==> config.mk <==
export PLATFORM = sky130hd
export DESIGN_NAME = rx_ckpol_top
export DESIGN_NICKNAME = d
export VERILOG_FILES = /design/src/rtl/rx_ckpol_pkg.sv /design/src/rtl/rx_ckpol_cfg.sv /design/src/rtl/rx_ckpol_rules.sv /design/src/rtl/rx_ckpol_top.sv
export SDC_FILE = /design/constraint.sdc
export NUM_CORES = 1
export LEC_CHECK = 0
export CAP_MARGIN = 25
export CORE_AREA = 2 2 39 41
export DETAILED_ROUTE_END_ITERATION = 8
export DIE_AREA = 0 0 41 43
export DONT_BUFFER_PORTS = 1
export SLEW_MARGIN = 15
export SYNTH_ARGS = -nofsm -noshare
export SYNTH_HDL_FRONTEND = slang
export SYNTH_SLANG_ARGS = --single-unit
==> constraint.sdc <==
create_clock -name clk -period 1.14 [get_ports clk]
set_input_delay 0.114 -clock clk [delete_from_list [all_inputs] [get_ports clk]]
set_output_delay 0.114 -clock clk [all_outputs]
set_load 0.03 [all_outputs]
==> src/rtl/rx_ckpol_pkg.sv <==
package rx_ckpol_pkg;

    localparam int POLICY_W  = 4;
    localparam int KIND_W    = 2;

    typedef enum logic [KIND_W-1:0] {
        L4_OTHER   = 2'd0,
        L4_UDP     = 2'd1,
        L4_UDPLITE = 2'd2,
        L4_ICMP    = 2'd3
    } l4_kind_e;

    // Bit 0 is frag_pass, bit 3 is icmp_check (packed, MSB first)
    typedef struct packed {
        logic icmp_check;
        logic lite_check;
        logic zero_accept;
        logic frag_pass;
    } policy_t;

    typedef struct packed {
        logic     is_ip;
        logic     is_v6;
        logic     frag_hdr;
        logic     csum_zero;
        logic     csum_ok;
        l4_kind_e kind;
    } frame_info_t;

    typedef enum logic [2:0] {
        RSN_UNCHECKED,
        RSN_FRAG_BYPASS,
        RSN_ZERO_ACCEPT,
        RSN_ZERO_REJECT,
        RSN_SUM_GOOD,
        RSN_SUM_BAD
    } reason_e;

    typedef struct packed {
        logic valid;
        logic pass;
    } verdict_t;

    function automatic logic reason_passes(reason_e r);
        return (r != RSN_ZERO_REJECT) && (r != RSN_SUM_BAD);
    endfunction

    function automatic reason_e sum_reason(logic ok);
        return ok ? RSN_SUM_GOOD : RSN_SUM_BAD;
    endfunction

endpackage

==> src/rtl/rx_ckpol_cfg.sv <==
module rx_ckpol_cfg
    import rx_ckpol_pkg::*;
#(
    parameter logic [POLICY_W-1:0] RESET_VAL = '0
) (
    input  logic                clk,
    input  logic                rst,
    input  logic                wr,
    input  logic [POLICY_W-1:0] wdata,
    output policy_t             pol
);

    logic [POLICY_W-1:0] pol_q;

    always_ff @(posedge clk) begin
        if (rst) begin
            pol_q <= RESET_VAL;
        end else if (wr) begin
            pol_q <= wdata;
        end
    end

    assign pol = policy_t'(pol_q);

endmodule

==> src/rtl/rx_ckpol_rules.sv <==
module rx_ckpol_rules
    import rx_ckpol_pkg::*;
(
    input  frame_info_t info,
    input  policy_t     pol,
    output logic        pass
);

    logic    v6_udp;
    reason_e reason;

    always_comb begin
        v6_udp = info.is_ip && info.is_v6 && (info.kind == L4_UDP);
        reason = RSN_UNCHECKED;
        if (info.is_ip) begin
            case (info.kind)
                L4_UDP: begin
                    if (v6_udp && pol.frag_pass && info.frag_hdr) begin
                        reason = RSN_FRAG_BYPASS;
                    end else if (v6_udp && info.csum_zero) begin
                        reason = pol.zero_accept ? RSN_ZERO_ACCEPT : RSN_ZERO_REJECT;
                    end else begin
                        reason = sum_reason(info.csum_ok);
                    end
                end
                L4_UDPLITE: begin
                    if (pol.lite_check) begin
                        reason = sum_reason(info.csum_ok);
                    end
                end
                L4_ICMP: begin
                    if (pol.icmp_check) begin
                        reason = sum_reason(info.csum_ok);
                    end
                end
                default: reason = RSN_UNCHECKED;
            endcase
        end
        pass = reason_passes(reason);
    end

endmodule

==> src/rtl/rx_ckpol_top.sv <==
module rx_ckpol_top
    import rx_ckpol_pkg::*;
#(
    parameter logic [POLICY_W-1:0] POLICY_RESET = '0
) (
    input  logic                clk,
    input  logic                rst,
    input  logic                cfg_wr,
    input  logic [POLICY_W-1:0] cfg_wdata,
    input  logic                info_valid,
    input  logic [KIND_W-1:0]   info_kind,
    input  logic                info_is_ip,
    input  logic                info_is_v6,
    input  logic                info_frag_hdr,
    input  logic                info_csum_zero,
    input  logic                info_csum_ok,
    output logic                dec_valid,
    output logic                dec_pass
);

    policy_t     pol;
    frame_info_t info;
    logic        rule_pass;
    verdict_t    verdict_q;

    rx_ckpol_cfg #(
        .RESET_VAL (POLICY_RESET)
    ) i_cfg (
        .clk   (clk),
        .rst   (rst),
        .wr    (cfg_wr),
        .wdata (cfg_wdata),
        .pol   (pol)
    );

    always_comb begin
        info.is_ip     = info_is_ip;
        info.is_v6     = info_is_v6;
        info.frag_hdr  = info_frag_hdr;
        info.csum_zero = info_csum_zero;
        info.csum_ok   = info_csum_ok;
        info.kind      = l4_kind_e'(info_kind);
    end

    rx_ckpol_rules i_rules (
        .info (info),
        .pol  (pol),
        .pass (rule_pass)
    );

    always_ff @(posedge clk) begin
        if (rst) begin
            verdict_q <= '0;
        end else begin
            verdict_q.valid <= info_valid;
            verdict_q.pass  <= info_valid && rule_pass;
        end
    end

    assign dec_valid = verdict_q.valid;
    assign dec_pass  = verdict_q.pass;


    verdict_follows_chk: assert property (@(posedge clk) disable iff (rst)
        info_valid |=> dec_valid);


    no_spurious_verdict_chk: assert property (@(posedge clk) disable iff (rst)
        !info_valid |=> !dec_valid);


    idle_pass_low_chk: assert property (@(posedge clk) disable iff (rst)
        !dec_valid |-> !dec_pass);


    non_ip_passes_chk: assert property (@(posedge clk) disable iff (rst)
        (info_valid && !info_is_ip) |=> dec_pass);


    frag_bypass_chk: assert property (@(posedge clk) disable iff (rst)
        (info_valid && info_is_ip && info_is_v6 && info_kind == 2'd1
         && info_frag_hdr && pol.frag_pass) |=> dec_pass);


    zero_reject_chk: assert property (@(posedge clk) disable iff (rst)
        (info_valid && info_is_ip && info_is_v6 && info_kind == 2'd1
         && info_csum_zero && !info_frag_hdr && !pol.zero_accept) |=> !dec_pass);


    icmp_bad_drop_chk: assert property (@(posedge clk) disable iff (rst)
        (info_valid && info_is_ip && info_kind == 2'd3
         && pol.icmp_check && !info_csum_ok) |=> !dec_pass);


    v4_udp_bad_drop_chk: assert property (@(posedge clk) disable iff (rst)
        (info_valid && info_is_ip && !info_is_v6 && info_kind == 2'd1
         && !info_csum_ok) |=> !dec_pass);

endmodule

==> results.sh <==
export IMPL_avgViaCountPerCell=4.222
export IMPL_drt_first_pass_iters=2
export IMPL_fin_ws_ns=0.3107
export IMPL_gr_total_overflow=0
export IMPL_htree_num_levels=1
export IMPL_num_rows=14
export IMPL_ff2ff_setup_slack_ns=0.31
export IMPL_peakVddDrop_mv=0.3333
export IMPL_syn_num_nets=40
export IMPL_detail_route_antenna_nets=0
export IMPL_cts_root_buf="clkbuf_4"
export IMPL_utilization_pct=22.06
export IMPL_cp_startpoint="i_cfg.pol[0]"
export IMPL_drt_iter0_drc=1
export IMPL_final_hold_viol_count=0
export IMPL_r2r_end="dec_pass"
export IMPL_critical_path_slowest_cell="dfxtp_1"
export IMPL_finalSetupTns_ns=0
export IMPL_rsz0062_at_grt="false"
export IMPL_power_density_nw_per_um2=1488
export IMPL_detail_route_wl_per_cell_microns=11.16
export IMPL_io_buffers=0
export IMPL_fillers=153
export IMPL_fp_coreArea_sq_um=1384
export IMPL_die_h_microns=43
export IMPL_r2r_start="i_cfg.pol[0]"
export IMPL_dr_wl_met2_microns=225
export IMPL_cts_resized=0
export IMPL_critPathBufInv=0
export IMPL_power_uw=454.3
export IMPL_post_route_period_util_pct=72.74
export IMPL_max_cap_violations=0
export IMPL_syn_area_sq_um=247.7
export IMPL_endpoint="dec_pass"
export IMPL_fmax_mhz=1206
export IMPL_gp_congestion=0.6503
export IMPL_crit_cells=3
export IMPL_wl_microns=502
export IMPL_drc=0
export IMPL_hold_path_class="in2reg"
export IMPL_max_slew_worst_pin_slew_ns=0.2937
export IMPL_die_area_sq_um=1763
export IMPL_start_util_pct=17.90
export IMPL_n_antenna_cell=0
export IMPL_netlist_instances=25
export IMPL_grt_antenna_before_repair=0
export IMPL_yosys_warnings=0
export IMPL_r2r_cells=3
export IMPL_synth_seq_cells=6
export IMPL_io_pins=17
export IMPL_cp_arrival_ns=0.93
export IMPL_dpl_worst_slack_ns=0.3127
export IMPL_crit_path_end_kind="flop"
export IMPL_clk_latency_ns=0.23
export IMPL_cts_setup_buffers=0
export IMPL_synth_seq_area_share_pct=48.48
export IMPL_area_delta_synth_final_pct=23.23
export IMPL_cp_top_family="compound AO/OA/AOI/OAI gates"
export IMPL_finish_instance_area_sq_um=305.3
export IMPL_finClkSkew_ns=0.001166
export IMPL_syn_avg_cell_area_sq_um=9.910
export IMPL_placed_area_sq_um=262.8
export IMPL_clk_path_buf_depth=2
export IMPL_cp_max_fo=2
export IMPL_relSlewSlack_pct=80.39
export IMPL_criticalPathCategory="reg2reg"
export IMPL_grt_pass1_wl_microns=759
export IMPL_period_needed_ns=0.8293
export IMPL_numCtsBuffers=3
export IMPL_layout_drive_gt1_share_pct=13.79
export IMPL_clkSinkCount=6
export IMPL_dr_wl_met3_microns=86
export IMPL_max_stage_delay_ns=0.30
export IMPL_cp_start_kind="flop"
export IMPL_run_status="finished, final reports clean"
export IMPL_tritoncts="yes"
export IMPL_synth_distinct_cells=13
export IMPL_crit_chain="a22o_1, nand3b_1, a41oi_2"
export IMPL_cp_required_ns=1.25
export IMPL_grt_max_degree=5
export IMPL_first_global_vias=196
export IMPL_top_layer="met4"
export IMPL_die_x_microns=41
export IMPL_finalSetupViolCount=0
export IMPL_clk_pin_slew_ns=0.04
export IMPL_leakagePower_nw=0.1286
export IMPL_grt_total_usage_pct=7.042
export IMPL_wl_met1_microns=177
export IMPL_fin_nets=46
export IMPL_slew_violations=0
export IMPL_vias=190
[how the worst min path moves through the flow]
stage	slack, ns	start	endpoint	cells past startpoint
floorplan	0.19	rst	i_cfg.pol[0]	1
global placement	0.19	rst	i_cfg.pol[3]	1
global route	0.02	cfg_wdata[3]	i_cfg.pol[3]	2
finish	0.03	info_valid	dec_valid	2
CTS	0.02	info_valid	dec_valid	2
detailed placement	0.19	rst	i_cfg.pol[3]	1
[cell type report]
type,count,area (sq um),area share (%)
inverter,1,3.754,1.230
sequential,6,120.1,39.34
multi-input combinational,17,118.9,38.93
timing repair buffer,2,20.02,6.557
tap,16,20.02,6.557
clock buffer,3,22.52,7.377
[cell usage after synthesis]
cell | instances | area (sq um)
a21oi_1 | 2 | 10.01
a22o_1 | 1 | 8.760
a41oi_2 | 1 | 16.27
clkbuf_2 | 1 | 5.000
dfxtp_1 | 6 | 120.1
inv_1 | 1 | 3.750
mux2i_1 | 4 | 40.04
nand2_1 | 1 | 3.750
nand2b_1 | 1 | 6.260
nand3b_1 | 1 | 7.510
nor2_1 | 4 | 15.01
nor2b_1 | 1 | 6.260
o21ai_0 | 1 | 5.000
[per-layer routing]
metal  vias to the layer above  GRT usage [%]
li1                         97              -
met2                        12          7.813
met4                         0          8.000
met1                        79          7.120
met3                         2          5.759
met5                         -              0
[logic make-up (layout without fill, tap and decap cells)]
group | Yosys count | after routing | synth area share [%]
buffers and inverters | 2 | 6 | 3.532
AO/OA/AOI/OAI | 5 | 5 | 16.16
AND/OR/NAND/NOR | 8 | 8 | 15.66
flip-flops | 6 | 6 | 48.49
multiplexers | 4 | 4 | 16.16
[through the flow]
step           instances  hold slack [ns]
6_report              45          0.02711
5_1_grt               45          0.02471
4_1_cts               45          0.02330
3_5_place_dp          40           0.1900
3_3_place_gp          40           0.1873
2_1_floorplan         25           0.1864
[cells in the final DEF, fill, tap and decap left out]
cell type,Yosys,layout
clkbuf_4,0,3
a22o_1,1,1
mux2i_1,4,4
nor2_1,4,4
a41oi_2,1,1
nand2b_1,1,1
nand3b_1,1,1
o21ai_0,1,1
nor2b_1,1,1
a21oi_1,2,2
dfxtp_1,6,6
dlygate4sd3_1,0,2
inv_1,1,1
nand2_1,1,1
[where the power goes]
part / switching, mW / total, mW / internal, mW
Sequential: 0.0135 / 0.237 / 0.223
Combinational: 0.0132 / 0.0353 / 0.0220
Clock: 0.0641 / 0.182 / 0.118
Total: 0.0908 / 0.454 / 0.364
[flip-flops by register name (all words and copies together), names as in the netlist]
| signal | count |
|---|---|
| dec_valid | 1 |
| dec_pass | 1 |
| i_cfg.pol | 4 |
[what timing repair did]
item,CTS,global route
endpoints found under the hold margin,5,0
setup endpoints to repair,0,0
hold buffers,2,0
Power figures use the tool's default switching activity.
